<file path="config.mk">
export PLATFORM = sky130hd
export DESIGN_NAME = bank_window_mapper
export DESIGN_NICKNAME = d
export VERILOG_FILES = /design/src/rtl/bwm_pkg.sv /design/src/rtl/bwm_window_regs.sv /design/src/rtl/bwm_swap_loader.sv /design/src/rtl/bwm_window_match.sv /design/src/rtl/bwm_addr_mux.sv /design/src/rtl/bank_window_mapper.sv
export SDC_FILE = /design/constraint.sdc
export NUM_CORES = 1
export LEC_CHECK = 0
export BUFFER_PORTS_ARGS = -buffer_cell sky130_fd_sc_hd__buf_4
export CAP_MARGIN = 30
export CORE_ASPECT_RATIO = 1.4
export CORE_MARGIN = 4
export CORE_UTILIZATION = 42
export DETAILED_ROUTE_END_ITERATION = 10
export PLACE_DENSITY = 0.85
export SLEW_MARGIN = 5
export SYNTH_ARGS = -nofsm -noshare
export SYNTH_HDL_FRONTEND = slang
export SYNTH_SLANG_ARGS = --single-unit
export TNS_END_PERCENT = 1
</file>
<file path="constraint.sdc">
create_clock -name clk -period 2 [get_ports clk]
set_input_delay 0.4 -clock clk [delete_from_list [all_inputs] [get_ports clk]]
set_output_delay 0.4 -clock clk [all_outputs]
set_load 0.01 [all_outputs]
</file>
<file path="src/rtl/bwm_pkg.sv">
package bwm_pkg;
   typedef enum logic {
      SEL_MASK = 1'b0,
      SEL_BASE = 1'b1
   } host_sel_e;

   localparam logic [4:0] WIN_32K = 5'h10;
   localparam logic [4:0] WIN_16K = 5'h18;
   localparam logic [4:0] WIN_8K  = 5'h1C;
   localparam logic [4:0] WIN_4K  = 5'h1E;
   localparam logic [4:0] WIN_2K  = 5'h1F;
endpackage

</file>
<file path="src/rtl/bwm_window_regs.sv">
module bwm_window_regs
   import bwm_pkg::*;
#(
   parameter int CMP_W    = 5,
   parameter int HOST_DW  = 8,
   parameter int RST_MASK = 'h10,
   parameter int RST_BASE = 'h10
) (
   input  logic               clk,
   input  logic               rst_n,
   input  logic               host_wr,
   input  logic               host_sel,
   input  logic [HOST_DW-1:0] host_wdata,
   output logic [CMP_W-1:0]   mask,
   output logic [CMP_W-1:0]   base
);
   generate
      if (HOST_DW < CMP_W) begin : g_bad_dw
         $error("host data narrower than window field");
      end
   endgenerate

   always_ff @(posedge clk) begin
      if (!rst_n) begin
         mask <= CMP_W'(RST_MASK);
         base <= CMP_W'(RST_BASE);
      end else if (host_wr) begin
         if (host_sel == SEL_MASK) mask <= host_wdata[CMP_W-1:0];
         else                      base <= host_wdata[CMP_W-1:0];
      end
   end


   mask_load_chk: assert property (@(posedge clk) disable iff (!rst_n)
      host_wr && host_sel == 1'b0 |=> mask == $past(host_wdata[CMP_W-1:0]));

   base_load_chk: assert property (@(posedge clk) disable iff (!rst_n)
      host_wr && host_sel == 1'b1 |=> base == $past(host_wdata[CMP_W-1:0]));
endmodule

</file>
<file path="src/rtl/bwm_swap_loader.sv">
module bwm_swap_loader #(
   parameter int SWAP_W   = 8,
   parameter int OFFSET   = 32,
   parameter bit SATURATE = 1'b1
) (
   input  logic              clk,
   input  logic              rst_n,
   input  logic              io_wr,
   input  logic [SWAP_W-1:0] io_data,
   output logic [SWAP_W-1:0] swap,
   output logic              ovf
);
   localparam int MAXV  = (1 << SWAP_W) - 1;
   localparam int LIMIT = MAXV - OFFSET;

   generate
      if (OFFSET < 0 || OFFSET > MAXV) begin : g_bad_off
         $error("offset outside swap range");
      end
   endgenerate

   logic [SWAP_W:0]   sum;
   logic              over;
   logic [SWAP_W-1:0] nxt;

   assign sum  = {1'b0, io_data} + (SWAP_W+1)'(OFFSET);
   assign over = sum[SWAP_W];

   generate
      if (SATURATE) begin : g_sat
         assign nxt = over ? {SWAP_W{1'b1}} : sum[SWAP_W-1:0];
      end else begin : g_reject
         assign nxt = over ? swap : sum[SWAP_W-1:0];
      end
   endgenerate

   always_ff @(posedge clk) begin
      if (!rst_n) begin
         swap <= SWAP_W'(OFFSET);
         ovf  <= 1'b0;
      end else if (io_wr) begin
         swap <= nxt;
         ovf  <= over;
      end
   end


   load_add_chk: assert property (@(posedge clk) disable iff (!rst_n)
      io_wr && int'(io_data) <= LIMIT |=> !ovf && int'(swap) == int'($past(io_data)) + OFFSET);

   hold_chk: assert property (@(posedge clk) disable iff (!rst_n)
      !io_wr |=> $stable(swap) && $stable(ovf));

   over_flag_chk: assert property (@(posedge clk) disable iff (!rst_n)
      io_wr && int'(io_data) > LIMIT |=> ovf);
   generate
      if (SATURATE) begin : g_sat_chk

         saturate_chk: assert property (@(posedge clk) disable iff (!rst_n)
            io_wr && int'(io_data) > LIMIT |=> swap == {SWAP_W{1'b1}});
      end
   endgenerate
endmodule

</file>
<file path="src/rtl/bwm_window_match.sv">
module bwm_window_match #(
   parameter int CMP_W = 5
) (
   input  logic [CMP_W-1:0] addr_hi,
   input  logic [CMP_W-1:0] base,
   input  logic [CMP_W-1:0] mask,
   output logic             hit
);
   logic [CMP_W-1:0] miss;

   generate
      for (genvar i = 0; i < CMP_W; i++) begin : g_bit
         assign miss[i] = (addr_hi[i] ^ base[i]) & mask[i];
      end
   endgenerate

   assign hit = ~|miss;


   always_comb begin
      if (mask == '0) begin
         empty_mask_hit_chk: assert (hit);
      end
   end
endmodule

</file>
<file path="src/rtl/bwm_addr_mux.sv">
module bwm_addr_mux #(
   parameter int CPU_AW    = 16,
   parameter int SRAM_AW   = 19,
   parameter int PAGE_BITS = 11
) (
   input  logic [CPU_AW-1:0]            cpu_addr,
   input  logic [SRAM_AW-PAGE_BITS-1:0] swap,
   input  logic [CPU_AW-PAGE_BITS-1:0]  mask,
   input  logic                         hit,
   output logic [SRAM_AW-1:0]           sram_addr
);
   localparam int CMP_W = CPU_AW - PAGE_BITS;
   localparam int HI_W  = SRAM_AW - CPU_AW;

   assign sram_addr[PAGE_BITS-1:0] = cpu_addr[PAGE_BITS-1:0];

   generate
      for (genvar i = 0; i < CMP_W; i++) begin : g_mid
         assign sram_addr[PAGE_BITS+i] = (hit && mask[i]) ? swap[i]
                                                          : cpu_addr[PAGE_BITS+i];
      end
      if (HI_W > 0) begin : g_hi
         assign sram_addr[SRAM_AW-1:CPU_AW] = hit ? swap[CMP_W +: HI_W] : '0;
      end
   endgenerate
endmodule

</file>
<file path="src/rtl/bank_window_mapper.sv">
module bank_window_mapper #(
   parameter int CPU_AW        = 16,
   parameter int SRAM_AW       = 19,
   parameter int PAGE_BITS     = 11,
   parameter int HOST_DW       = 8,
   parameter int OFFSET_BLOCKS = 32,
   parameter bit SATURATE      = 1'b1,
   parameter int RST_MASK      = 'h10,
   parameter int RST_BASE      = 'h10
) (
   input  logic                         clk,
   input  logic                         rst_n,
   input  logic                         host_wr,
   input  logic                         host_sel,
   input  logic [HOST_DW-1:0]           host_wdata,
   input  logic                         cpu_io_wr,
   input  logic [SRAM_AW-PAGE_BITS-1:0] cpu_io_data,
   input  logic [CPU_AW-1:0]            cpu_addr,
   output logic [SRAM_AW-1:0]           sram_addr,
   output logic                         banked,
   output logic                         swap_ovf
);
   localparam int CMP_W  = CPU_AW - PAGE_BITS;
   localparam int SWAP_W = SRAM_AW - PAGE_BITS;
   localparam bit GUARDS_LOW = (OFFSET_BLOCKS * (1 << PAGE_BITS)) >= (1 << CPU_AW);

   generate
      if (SRAM_AW < CPU_AW || PAGE_BITS >= CPU_AW) begin : g_bad_geom
         $error("inconsistent address widths");
      end
   endgenerate

   logic [CMP_W-1:0]  mask, base;
   logic [SWAP_W-1:0] swap;

   bwm_window_regs #(
      .CMP_W(CMP_W), .HOST_DW(HOST_DW), .RST_MASK(RST_MASK), .RST_BASE(RST_BASE)
   ) u_regs (
      .clk(clk), .rst_n(rst_n), .host_wr(host_wr), .host_sel(host_sel),
      .host_wdata(host_wdata), .mask(mask), .base(base)
   );

   bwm_swap_loader #(
      .SWAP_W(SWAP_W), .OFFSET(OFFSET_BLOCKS), .SATURATE(SATURATE)
   ) u_swap (
      .clk(clk), .rst_n(rst_n), .io_wr(cpu_io_wr), .io_data(cpu_io_data),
      .swap(swap), .ovf(swap_ovf)
   );

   bwm_window_match #(.CMP_W(CMP_W)) u_match (
      .addr_hi(cpu_addr[CPU_AW-1:PAGE_BITS]), .base(base), .mask(mask), .hit(banked)
   );

   bwm_addr_mux #(
      .CPU_AW(CPU_AW), .SRAM_AW(SRAM_AW), .PAGE_BITS(PAGE_BITS)
   ) u_mux (
      .cpu_addr(cpu_addr), .swap(swap), .mask(mask), .hit(banked), .sram_addr(sram_addr)
   );


   page_keep_chk: assert property (@(posedge clk) disable iff (!rst_n)
      sram_addr[PAGE_BITS-1:0] == cpu_addr[PAGE_BITS-1:0]);

   passthru_chk: assert property (@(posedge clk) disable iff (!rst_n)
      !banked |-> sram_addr == SRAM_AW'(cpu_addr));
   generate
      if (GUARDS_LOW && SRAM_AW > CPU_AW) begin : g_low_chk

         low_guard_chk: assert property (@(posedge clk) disable iff (!rst_n)
            banked |-> sram_addr[SRAM_AW-1:CPU_AW] != '0);
      end
   endgenerate
endmodule

</file>
### Yosys cells after proc, flatten, opt, wreduce, memory -nomap -nowiden

Cells that the tools add are included.

* input bits: 37
* word-level logic and storage cells: 32
* register bits after elaboration: 19
* output and inout port bits: 21

* bitwise logic cells: 11
* reduce and logical (&&, ||, !) cells: 9
* mux-type cells: 7
* $add $sub $neg: 1

Operators by type and width (number)
* $add A8 B6 Y9 const B: 1
* $mux W8: 1
* $and A1 B1 Y1: 5
* $logic_and A1 B1 Y1: 5
* $mux W1: 5
* $reduce_or A5 Y1: 1
* $xor A1 B1 Y1: 5
* $reduce_and A2 Y1: 2
* $mux W3: 1
* $logic_not A1 Y1: 1
* $not A1 Y1: 1

### Depth between registers and ports, before layout

* depth in word-level cells: 6
* mapped depth: 4
* gate-level depth less buffers: 4

### Hierarchy

From an unflattened synthesis, not the netlist that was laid out.

* cell total of the unflattened synthesis: 103
* area, all modules: 1023.5 sq um

Modules (own cells, without submodules)
* bwm_window_regs: area an instance 414.1 sq um, instances 1, cells each 41, sequential area each 200.2 sq um
* bwm_swap_loader: area an instance 342.8 sq um, instances 1, cells each 29, sequential area each 180.2 sq um
* bwm_addr_mux: area an instance 198.9 sq um, instances 1, cells each 24, sequential area each 0.0 sq um
* bwm_window_match: area an instance 67.6 sq um, instances 1, cells each 9, sequential area each 0.0 sq um

### Worst setup path before layout

No wires, ideal clock.

* path type: in2out
* start: input port cpu_addr[13]
* end: output port sram_addr[11]
* data required time: 1600 ps
* path buffers: 0
* stages on the path: 4
* slack: 280 ps
* data arrival time: 1320 ps
* cells stage by stage: xor2_1 a22oi_2 nand4_1 mux2_1

* cells in the longest elaborated chain, start to end: 6

RTL lines
* from (decl): line bank_window_mapper.sv:18 `input logic [CPU_AW-1:0] cpu_addr,`
* $xor A1 B1 Y1: line bwm_window_match.sv:13 `assign miss[i] = (addr_hi[i] ^ base[i]) & mask[i];`
* $and A1 B1 Y1: line bwm_window_match.sv:13
* $reduce_or A5 Y1: line bwm_window_match.sv:17 `assign hit = ~|miss;`
* $logic_not A1 Y1: line bwm_window_match.sv:17
* $logic_and A1 B1 Y1: line bwm_addr_mux.sv:19 `assign sram_addr[PAGE_BITS+i] = (hit && mask[i]) ? swap[i]`
* $mux W1: line bwm_addr_mux.sv:19
* to (decl): line bank_window_mapper.sv:19 `output logic [SRAM_AW-1:0] sram_addr,`

Every way passes these cells.

### Final worst setup path

* start: register u_regs.base[2]
* end: output port sram_addr[12]

* cells in the longest elaborated chain, start to end: 6

RTL lines
* from (decl): line bwm_window_regs.sv:15 `output logic [CMP_W-1:0] base`
* from (signal assigned): line bwm_window_regs.sv:26 `base <= CMP_W'(RST_BASE);`
* from (signal assigned): line bwm_window_regs.sv:29 `else base <= host_wdata[CMP_W-1:0];`
* $xor A1 B1 Y1: line bwm_window_match.sv:13
* $and A1 B1 Y1: line bwm_window_match.sv:13
* $reduce_or A5 Y1: line bwm_window_match.sv:17
* $logic_not A1 Y1: line bwm_window_match.sv:17
* $logic_and A1 B1 Y1: line bwm_addr_mux.sv:19
* $mux W1: line bwm_addr_mux.sv:19

Every way passes these cells.

==> flow_metrics.py <==
metrics = {
    "worst_hold_path": {
        "hold_path_depth": 3,
        "hp-start": "host_wdata[4]",
        "min_to": "u_regs.mask[4]$_SDFFE_PN1P_",
        "hold_class": "input port to flip-flop",
    },
    "setup_path": {
        "critPathMaxStageDelay_ns": 0.35,
        "worstReg2RegEnd": "u_swap.swap[3]$_SDFFE_PN0P_",
        "critical_path_class": "flip-flop to output port",
        "worstPathMaxFanout": 6,
        "path_buf_inv": 1,
        "worstPathCellList": "xor2_2 > a22oi_2 > nand4_1 > mux2_4 > buf_6",
        "startpoint_type": "flip-flop",
        "r2r_cells": 1,
        "reg2reg_slack_ns": 1.30,
        "cp_slowest_cell": "dfxtp_2",
        "required_ns": 1.60,
        "crit_arrival_ns": 1.73,
        "r2r_start": "u_swap.swap[3]$_SDFFE_PN0P_",
        "cpLargestDelayFamily": "flip-flops",
        "cp-end-kind": "output port",
    },
    "finish": {
        "final_util_pct": 55.51,
        "ff_latch_area_um2": 381.6,
        "fin_area_um2": 1222,
        "synthToLayoutAreaGrowth_pct": 23.83,
        "num-fill-cells": 207,
        "finalNonFillerCells": 153,
        "drive_gt1_share_pct": 38.17,
        "multiInputGateArea_um2": 500.5,
        "antenna_cells": 0,
        "nets": 170,
    },
    "cts": {
        "cts_tree": "done",
        "cts_buffer_depth": 2,
        "clk_pin_slew_ns": 0.12,
        "cts_root_buf": "clkbuf_4",
        "cts_setup_buffers": 0,
        "cts_buffers": 3,
        "ctsHtreeMaxLevel": 1,
        "cts.sinks": 19,
        "insertion_delay_ns": 0.30,
    },
    "place": {
        "place_hpwl_um": 1768,
        "place_ws_ns": -0.03088,
        "dpl.cell_count": 149,
        "gp_congestion": 0.7388,
        "port_buffers": 32,
        "place_area_um2": 1179,
    },
    "drt": {
        "drc_errors": 0,
        "dr_total_vias": 834,
        "drt_wl_total_um": 2214,
        "dr.first_iter.drc_count": 17,
        "drtPass1Iterations": 4,
        "met3_length_um": 134,
        "postRouteAntennaNets": 0,
        "met2_length_um": 1156,
        "top_layer": "met4",
        "vias_per_cell": 5.451,
        "routedWlPerCell_um": 14.47,
        "wl_met1_um": 875,
    },
    "grt": {
        "grt_max_degree": 20,
        "antenna_found_initial": 0,
        "first_global_vias": 894,
        "grt_pass1_wl_um": 3795,
        "grt_usage_pct": 14.87,
        "grt.overflow.total": 0,
    },
    "outcome": {
        "violations": "negative setup slack",
        "status": "finished with violations",
    },
    "synthesis": {
        "synth_top_family_by_area": "compound AO/OA/AOI/OAI gates",
        "yosys_warnings": 0,
        "seq_area_frac_synth_pct": 38.53,
        "netlist_area_um2": 987.2,
        "synth_simple_gate_area_share_pct": 15.97,
        "netlist_instances": 107,
        "synth_commonest_cells": "dfxtp_1 (19), buf_4 (11), nand2_1 (10)",
        "yosys.area_share.adder_pct": 1.267,
        "ys.flop_type": "dfxtp_1",
        "synthXorXnorAreaFrac_pct": 5.323,
        "syn_nets": 145,
        "avgSynthCellArea_um2": 9.226,
        "yosys-top-cells-area": "dfxtp_1 (39%), buf_4 (8.4%), o221a_2 (6.8%), mux2i_1 (5.1%), mux2_1 (4.6%)",
        "postSynth.asyncResetShare_pct": 0,
        "muxShareOfSynthArea_pct": 9.632,
        "yosysTopAreaCell": "dfxtp_1",
        "ys_types": 24,
        "synth_edf_count": 0,
        "synth_compound_area_share_pct": 17.36,
        "ys_ff_latch": 19,
        "synthDominantCellAreaShare_pct": 38.53,
        "post-synth-top-count-cell": "dfxtp_1",
    },
    "sta": {
        "setup_ws_ns": -0.1340,
        "worst_pin_slew_ns": 0.5904,
        "tns_ns": -0.7619,
        "max-slew-margin-rel_pct": 60.56,
        "fin_crit_ns": 2.134,
        "whs_ns": 0.3358,
        "final_max_slew_viol_count": 0,
        "hold_violations": 0,
        "max_freq_mhz": 468.6,
        "finalSetupViolCount": 9,
        "rsz0062_at_grt": "true",
        "finClkSkew_ns": 0,
        "fin_crit_sh_pct": 106.7,
    },
    "floorplan": {
        "fp-row-count": 20,
        "dieArea_um2": 3201,
        "pin_count": 58,
        "core_um2": 2202,
        "die_h_um": 65.37,
        "initial_core_util_pct": 44.83,
        "fp.dieW_um": 48.98,
    },
    "power": {
        "power.leakage_nw": 0.5458,
        "power_density_nw_per_um2": 655.2,
        "p_total_mw": 0.8009,
        "vdd_drop_max_uv": 444.3,
    },
    "flow_run": {
        "maxCapViolCount": 0,
    },
}
## registers in the layout (all words and copies together), names as in the netlist
| register | count |
|---|---|
| u_swap.swap | 8 |
| u_regs.base | 5 |
| u_regs.mask | 5 |
| u_swap.ovf | 1 |
## cells in the final DEF (no fill, tap or decap), types with 2 or more instances in the layout
cell type,n
xor2_1,4
inv_1,5
a21oi_1,2
a21boi_0,4
dfxtp_1,18
mux2i_1,5
o221a_2,6
a22oi_2,2
nor2b_1,5
nor2_1,4
nand4_1,4
nand2_1,10
o21ai_0,3
buf_4,34
nand3_1,8
clkbuf_4,3
mux2_1,3
## layout make-up
cell class	count	share of cell area (%)
clock buffers	3	1.842
clock inverters	1	0.4094
inverters	5	1.535
multi-input cells	68	40.94
flip-flops and latches	19	31.22
well taps	22	2.252
repair buffers	35	21.80
## what timing repair did
item | 4_1_cts | 5_1_grt
endpoints found under the hold margin | 0 | 0
endpoints found under the setup margin | 9 | 9
hold buffers | 0 | 0
pin swaps | 6 | 3
resized for setup | 3 | 1
## kinds of logic (layout without fill, tap and decap cells)
family                     count (synthesis)  count (layout)
and+or+nand+nor                           32              32
xor gates and xnor gates                   6               6
adders and majority gates                  1               1
AOI/OAI and AO/OA                         20              20
DFF                                       19              19
buffers and inverters                     20              44
muxes                                      9               9
## how the worst max path moves through the flow
| stage | startpoint | to | slack, ns | cells after the start |
|---|---|---|---|---|
| floorplan | cpu_addr[13] | sram_addr[11] | 0.28 | 4 |
| global placement | cpu_addr[13] | sram_addr[11] | -0.006 | 6 |
| detailed placement | cpu_addr[13] | sram_addr[12] | -0.03 | 6 |
| CTS | u_regs.base[2]$_SDFFE_PN0P_ | sram_addr[11] | -0.14 | 5 |
| global route | u_regs.base[2]$_SDFFE_PN0P_ | sram_addr[12] | -0.22 | 5 |
| finish | u_regs.base[2]$_SDFFE_PN0P_ | sram_addr[12] | -0.13 | 5 |
## worst min-delay path, stage by stage
cell and delay (ns):
buf_4 0.09, mux2i_1 0.06, nand2_1 0.06
## layer usage
metal | up-vias | track usage (%)
met4 | 0 | 9.764
met3 | 4 | 2.948
met1 | 383 | 14.99
li1 | 418 | -
met2 | 29 | 27.12
met5 | - | 0
## power breakdown
group	leakage, nW	internal, mW	switching (mW)
registers	0.157	0.402	0.0157
logic	0.371	0.101	0.0838
clock network	0.0177	0.0746	0.124
Note: power is estimated with default switching activity, not from simulation.
